### config.mk
export PLATFORM = sky130hd
export DESIGN_NAME = hs_rtz_nrz_bridge
export DESIGN_NICKNAME = d
export VERILOG_FILES = /design/src/rtl/hsb_pkg.sv /design/src/rtl/hsb_xfer_cnt.sv /design/src/rtl/hsb_nrz_tx.sv /design/src/rtl/hsb_rtz_ctrl.sv /design/src/rtl/hs_rtz_nrz_bridge.sv
export SDC_FILE = /design/constraint.sdc
export NUM_CORES = 1
export LEC_CHECK = 0
export ABC_AREA = 1
export BUFFER_PORTS_ARGS = -buffer_cell sky130_fd_sc_hd__buf_2
export CORE_ASPECT_RATIO = 0.75
export CORE_MARGIN = 5
export CORE_UTILIZATION = 43
export DETAILED_ROUTE_END_ITERATION = 16
export PLACE_DENSITY = 0.84
export SETUP_SLACK_MARGIN = 0.5
export SLEW_MARGIN = 15
export SYNTH_ARGS = -nofsm -noshare
export SYNTH_HDL_FRONTEND = slang
export SYNTH_SLANG_ARGS = --single-unit
export TNS_END_PERCENT = 20
### constraint.sdc
create_clock -name clk -period 1.3 [get_ports clk]
set_input_delay 0.195 -clock clk [delete_from_list [all_inputs] [get_ports clk]]
set_output_delay 0.195 -clock clk [all_outputs]
set_load 0.03 [all_outputs]
### src/rtl/hsb_pkg.sv
// Package for the handshake bridge.
// Holds the controller state type shared by the bridge modules.
package hsb_pkg;

    // Four-phase controller states, in the order one item moves through them.
    typedef enum logic [1:0] {
        ST_IDLE   = 2'd0,   // no item held; watching for request high
        ST_LAUNCH = 2'd1,   // word captured; toggle goes out on the next edge
        ST_WAIT   = 2'd2,   // toggle sent; waiting for receiver answer
        ST_HOLD   = 2'd3    // acknowledge high; waiting for request low
    } hsb_state_t;

endpackage

### src/rtl/hsb_xfer_cnt.sv
// Wrapping event counter.
// Counts single-cycle pulses on inc. Assumes inc is at most one cycle wide per event.
module hsb_xfer_cnt #(
    parameter int CNT_W = 8
) (
    input  logic             clk,
    input  logic             rst_n,
    input  logic             inc,
    output logic [CNT_W-1:0] cnt
);

    // Step the count on each pulse; wraps naturally at 2^CNT_W.
    always_ff @(posedge clk) begin
        if (!rst_n) cnt <= '0;
        else if (inc) cnt <= cnt + 1'b1;
    end

endmodule

### src/rtl/hsb_nrz_tx.sv
// Two-phase transmit side.
// Holds the captured word and the toggling request wire.
// Assumes: cap and launch are single-cycle pulses from the controller, and launch
// follows cap by one clock. The receiver toggles dn_ack only in answer to a request.
module hsb_nrz_tx #(
    parameter int DATA_W = 16
) (
    input  logic              clk,
    input  logic              rst_n,
    input  logic              cap,
    input  logic              launch,
    input  logic [DATA_W-1:0] din,
    input  logic              dn_ack,
    output logic              dn_req,
    output logic [DATA_W-1:0] dn_data,
    output logic              nrz_idle
);

    logic [DATA_W-1:0] hold_q;
    logic              req_q;

    // Capture the sender's word in the clock where the request is first seen.
    always_ff @(posedge clk) begin
        if (!rst_n) hold_q <= '0;
        else if (cap) hold_q <= din;
    end

    // One toggle per item; the word has already been on the bus for a clock.
    always_ff @(posedge clk) begin
        if (!rst_n) req_q <= 1'b0;
        else if (launch) req_q <= ~req_q;
    end

    assign dn_req   = req_q;
    assign dn_data  = hold_q;
    assign nrz_idle = (req_q == dn_ack);

    // the offered word holds still while the receiver has not answered
    a_r4_data_stable: assert property (@(posedge clk) disable iff (!rst_n)
        (req_q != dn_ack) |=> $stable(hold_q));

endmodule

### src/rtl/hsb_rtz_ctrl.sv
// Four-phase side controller.
// Steps an item through capture, launch, wait-for-answer and return-to-zero.
// It raises the sender acknowledge, counts confirmed items and flags early request drop.
// Assumes all inputs are synchronous to clk.
module hsb_rtz_ctrl
    import hsb_pkg::*;
(
    input  logic clk,
    input  logic rst_n,
    input  logic up_req,
    input  logic nrz_idle,
    output logic up_ack,
    output logic cap,
    output logic launch,
    output logic done,
    output logic err
);

    hsb_state_t state_q;
    logic       ack_q;
    logic       err_q;

    // Decode the single-cycle actions from the current state.
    always_comb begin
        cap    = (state_q == ST_IDLE) && up_req;
        launch = (state_q == ST_LAUNCH);
        done   = (state_q == ST_WAIT) && nrz_idle;
    end

    // Walk one item through its four-phase sequence.
    always_ff @(posedge clk) begin
        if (!rst_n) begin
            state_q <= ST_IDLE;
            ack_q   <= 1'b0;
        end else begin
            case (state_q)
                ST_IDLE:   if (up_req) state_q <= ST_LAUNCH;
                ST_LAUNCH: state_q <= ST_WAIT;
                ST_WAIT:   if (nrz_idle) begin
                               state_q <= ST_HOLD;
                               ack_q   <= 1'b1;
                           end
                ST_HOLD:   if (!up_req) begin
                               state_q <= ST_IDLE;
                               ack_q   <= 1'b0;
                           end
                default:   state_q <= ST_IDLE;
            endcase
        end
    end

    // Latch a request withdrawn while the item is still in flight.
    always_ff @(posedge clk) begin
        if (!rst_n) err_q <= 1'b0;
        else if (!up_req && (state_q == ST_LAUNCH || state_q == ST_WAIT)) err_q <= 1'b1;
    end

    assign up_ack = ack_q;
    assign err    = err_q;

    // acknowledge rises only after the receiver's answer was seen
    a_r5_ack_after_answer: assert property (@(posedge clk) disable iff (!rst_n)
        $rose(ack_q) |-> $past(nrz_idle));

    // acknowledge falls only after the request was seen low
    a_r6_ack_falls_on_req_low: assert property (@(posedge clk) disable iff (!rst_n)
        $fell(ack_q) |-> $past(!up_req));

    // acknowledge holds while the request stays high
    a_r6_ack_holds: assert property (@(posedge clk) disable iff (!rst_n)
        (ack_q && up_req) |=> ack_q);

    // the error flag never clears outside reset
    a_r8_err_sticky: assert property (@(posedge clk) disable iff (!rst_n)
        err_q |=> err_q);

endmodule

### src/rtl/hs_rtz_nrz_bridge.sv
// Bridge from a four-phase return-to-zero sender to a two-phase toggle receiver.
// All handshake wires are sampled on clk; no synchronizers are included, so both
// parties must be synchronous to clk. The sender holds up_data stable while up_req is high.
module hs_rtz_nrz_bridge #(
    parameter int DATA_W = 16,
    parameter int CNT_W  = 8
) (
    input  logic              clk,
    input  logic              rst_n,
    input  logic              up_req,
    output logic              up_ack,
    input  logic [DATA_W-1:0] up_data,
    output logic              dn_req,
    input  logic              dn_ack,
    output logic [DATA_W-1:0] dn_data,
    output logic              proto_err,
    output logic [CNT_W-1:0]  xfer_cnt
);

    logic cap, launch, done, nrz_idle;

    hsb_rtz_ctrl u_ctrl (
        .clk      (clk),
        .rst_n    (rst_n),
        .up_req   (up_req),
        .nrz_idle (nrz_idle),
        .up_ack   (up_ack),
        .cap      (cap),
        .launch   (launch),
        .done     (done),
        .err      (proto_err)
    );

    hsb_nrz_tx #(.DATA_W(DATA_W)) u_tx (
        .clk      (clk),
        .rst_n    (rst_n),
        .cap      (cap),
        .launch   (launch),
        .din      (up_data),
        .dn_ack   (dn_ack),
        .dn_req   (dn_req),
        .dn_data  (dn_data),
        .nrz_idle (nrz_idle)
    );

    hsb_xfer_cnt #(.CNT_W(CNT_W)) u_cnt (
        .clk   (clk),
        .rst_n (rst_n),
        .inc   (done),
        .cnt   (xfer_cnt)
    );

    // a request toggle is always preceded by a sampled request two clocks back
    a_r3_toggle_needs_req: assert property (@(posedge clk) disable iff (!rst_n)
        (dn_req != $past(dn_req)) |-> $past(up_req, 2));

    // no new toggle while the sender still sees acknowledge high
    a_r7_no_toggle_in_hold: assert property (@(posedge clk) disable iff (!rst_n)
        up_ack |=> $stable(dn_req));

    // the count steps by one on the acknowledge rise
    a_r9_count_step: assert property (@(posedge clk) disable iff (!rst_n)
        $rose(up_ack) |-> (xfer_cnt == CNT_W'($past(xfer_cnt) + 1'b1)));

endmodule

==> run metrics <==
status=completed; drt first pass iters=4; area grow syn2layout=42.2%; first-pass GRT wire length=5.04 mm; Max-Cap Viols=0; Register Area=603 sq um; Initial Utilization=between 40% and 50%; P_sw=1620 uW; Yosys cell types=22; Worst path slowest cell=dfxtp_4; Worst slew margin=83.3%; Synth area leader=dfxtp_1; GPL Wtd Cong=between 0.7 and 0.8; Req. time, crit path=1.47 ns; Avg Inst Size Synth=~7.6 sq um; critical path's largest stage delay=0.37 ns; unrepaired setup endpoints after global routing=yes; core area=2940 sq um; delay-heaviest family, CP=simple AND/OR/NAND/NOR gates; Final period util=between 80 and 90%; H-tree levels=2; CTS tree=built; final hold vios=0; worst hold margin=0.148 ns; final setup margin=around 0.18 ns; Multi-input gate area=773 sq um; IR Drop Worst-Case VDD=about 1100 uV; vias in the first global route=1159; critical path arrival=1.30 ns; Setup CP Type=reg2reg; top cells by area, synth=dfxtp_1, nor2_1, nand2_1; Vias/cell=around 4.7; DPL Wire Length=2.29 mm; top-count cell post-synth=nor2_1; Antenna Violating Nets Remaining=0; Final Skew=~0.0035 ns; IO buf count=46; WL final=approximately 3.2 mm; switching share of power=43.7%; Syn Inst Count=approximately 170; worst setup path end=u_cnt.cnt[6]; combinational share of power=between 40% and 50%; deepest clock path buffer count=2; CTS Buf Count=5; Pint=2090 uW; Seq/Total Area, Yosys=between 40 and 50%; YS warnings=0; worst-path fanout max=4; worst hold path class=in2reg; fmax=892 MHz; Mapped Nets=200; Primary FF master, synth=dfxtp_1; flop2flop setup slack=between 0.15 and 0.2 ns; pre-CTS WS=between 0.1 and 0.15 ns; Hold-fix buffers, CTS=0; n_diodes=0; Iter 0 DRT Violations=28; worst reg2reg path depth=8; I/O pin count=between 40 and 50; final setup vio count=0; Pwr Total=~3700 uW; power share of the clock group=about a fifth; cells along the critical path=ha_4 > nand2_2 > nor2_4 > nand2_1 > nor2_2 > nand2_1 > nand2_1 > nor2_1; FILL cells=~240; grt ovf=0; Worst-path clk slew=0.06 ns; EDFF count, synth=0; Post-Syn Area=1310 sq um; num rows=17; die width=73.7 microns; FFs w/ async S/R, synth=0%; layout cells sized above 1=43.0%; area of the die=~4300 sq um; Yosys reg bits=29; Power Density=about 2000 nW/um^2; reg2reg start=u_cnt.cnt[1]; top-area cell type share of the netlist area=44.3%; max-slew violations=0; RR Endpoint=u_cnt.cnt[6]; fin crit period=1.12 ns; Reg power frac=35.0%; cell count along the critical path=8; Remaining DRCs=0; clock sinks=29; Via Count=1261; CTS root buf=clkbuf_8; setup_tns=0 ns; Commonest cells post-synth=nor2_1, dfxtp_1, nand2_1, o21ai_0, inv_1; worst slew pin tran=0.250 ns; crit start category=register; crit path from=u_cnt.cnt[1]; largest net degree at the start of global routing=17; total track usage=~15%; CP bufs+invs=0; die height=57.8 microns; Lkg Pwr=0.000883 uW; WL/cell=12.0 microns; crit path capture type=register; Clock Latency Late Sink=0.28 ns; Worst path most repeated cell=nand2_1; initial antenna violation count=0; nets=256
==> layer usage <==
metal  share of wire, %  global-route usage (%)  up-vias
met1                 46                    18.2      568
li1                   -                       -      655
met5                  0                       0        -
met2                 46                    23.7       30
met3                6.6                    5.03        8
met4                1.9                    6.98        0
==> worst min path at each step <==
| stage | start | to | slack (ns) | depth (start not counted) |
|---|---|---|---|---|
| finish | up_data[11] | u_tx.dn_data[11] | 0.15 | 3 |
| detailed placement | u_ctrl.up_ack | u_ctrl.up_ack | 0.43 | 2 |
| global route | up_data[1] | u_tx.dn_data[1] | 0.16 | 3 |
| global placement | u_ctrl.up_ack | u_ctrl.up_ack | 0.43 | 2 |
| CTS | up_data[11] | u_tx.dn_data[11] | 0.15 | 3 |
| floorplan | rst_n | u_cnt.cnt[4] | 0.31 | 2 |
==> cell usage in the layout (no fill, tap or decap), types with 2 or more instances in the layout <==
cell type / n
nand3_1: 3
buf_2: 46
o21ai_2: 2
o21ai_1: 12
clkbuf_8: 5
nor2_1: 44
dfxtp_4: 5
ha_1: 3
nand2_2: 5
buf_4: 3
inv_2: 2
inv_1: 9
ha_4: 3
dfxtp_1: 21
xor2_1: 2
a21oi_2: 2
nand2_1: 25
nor2_2: 5
clkinv_2: 2
nand4_1: 2
dfxtp_2: 3
o21ai_0: 3
a21oi_1: 5
nand2_4: 5
==> repair_timing <==
| item | CTS | global route |
|---|---|---|
| setup buffers | 0 | 3 |
| pin swaps | 1 | 4 |
| endpoints found under the setup margin | 56 | 56 |
| gates cloned | 1 | 2 |
| gates resized for setup | 13 | 16 |
==> per-stage QoR <==
stage | util [%] | instance area [sq um] | std cells
after CTS | 60.6 | 1780 | 263
after detailed placement | 56.3 | 1650 | 254
after global placement | 56.3 | 1650 | 254
final | 63.5 | 1860 | 268
after floorplan | - | 1390 | 173
after global routing | 63.5 | 1860 | 268
==> cells by family (layout without fill, tap and decap cells) <==
kind of cell | count (synthesis) | in the layout | share of synthesized area, %
flip-flops | 29 | 29 | 44.3
AND/OR/NAND/NOR | 92 | 94 | 32.3
XOR/XNOR | 3 | 3 | 2.01
buffers and inverters | 18 | 73 | 5.54
AO/OA/AOI/OAI | 24 | 24 | 9.17
adder cells (fa/ha/maj) | 7 | 7 | 6.69
==> worst reg2reg max path: cells and delay by family, from the launching register on <==
kind / cells / cell delay, ns
and+or+nand+nor: 7 / 0.51
DFF: 1 / 0.37
adders and majority gates: 1 / 0.14
==> final cells by class <==
type	count	area share [%]
tap	38	2.55
timing repair buffer	50	14.6
timing repair inverter	1	0.604
sequential	29	32.4
multi-input combinational	128	41.5
inverter	14	3.90
clock buffer	6	3.90
clock inverter	2	0.537
==> flip-flops by register name (all words and copies together), names as in the netlist <==
signal and cells:
u_cnt.cnt 8, u_ctrl.err 1, u_ctrl.state_q 2, u_ctrl.up_ack 1
u_tx.dn_data 16, u_tx.dn_req 1
==> power groups by stage <==
stage          clock, uW  combinational (uW)  sequential, uW
2_1_floorplan          0                 803            1640
3_3_place_gp           0                1450            1290
3_5_place_dp           0                1480            1290
4_1_cts              716                1580            1300
5_1_grt              755                1870            1340
6_report             699                1710            1300
No activity file was read; power rests on OpenSTA's default activity.
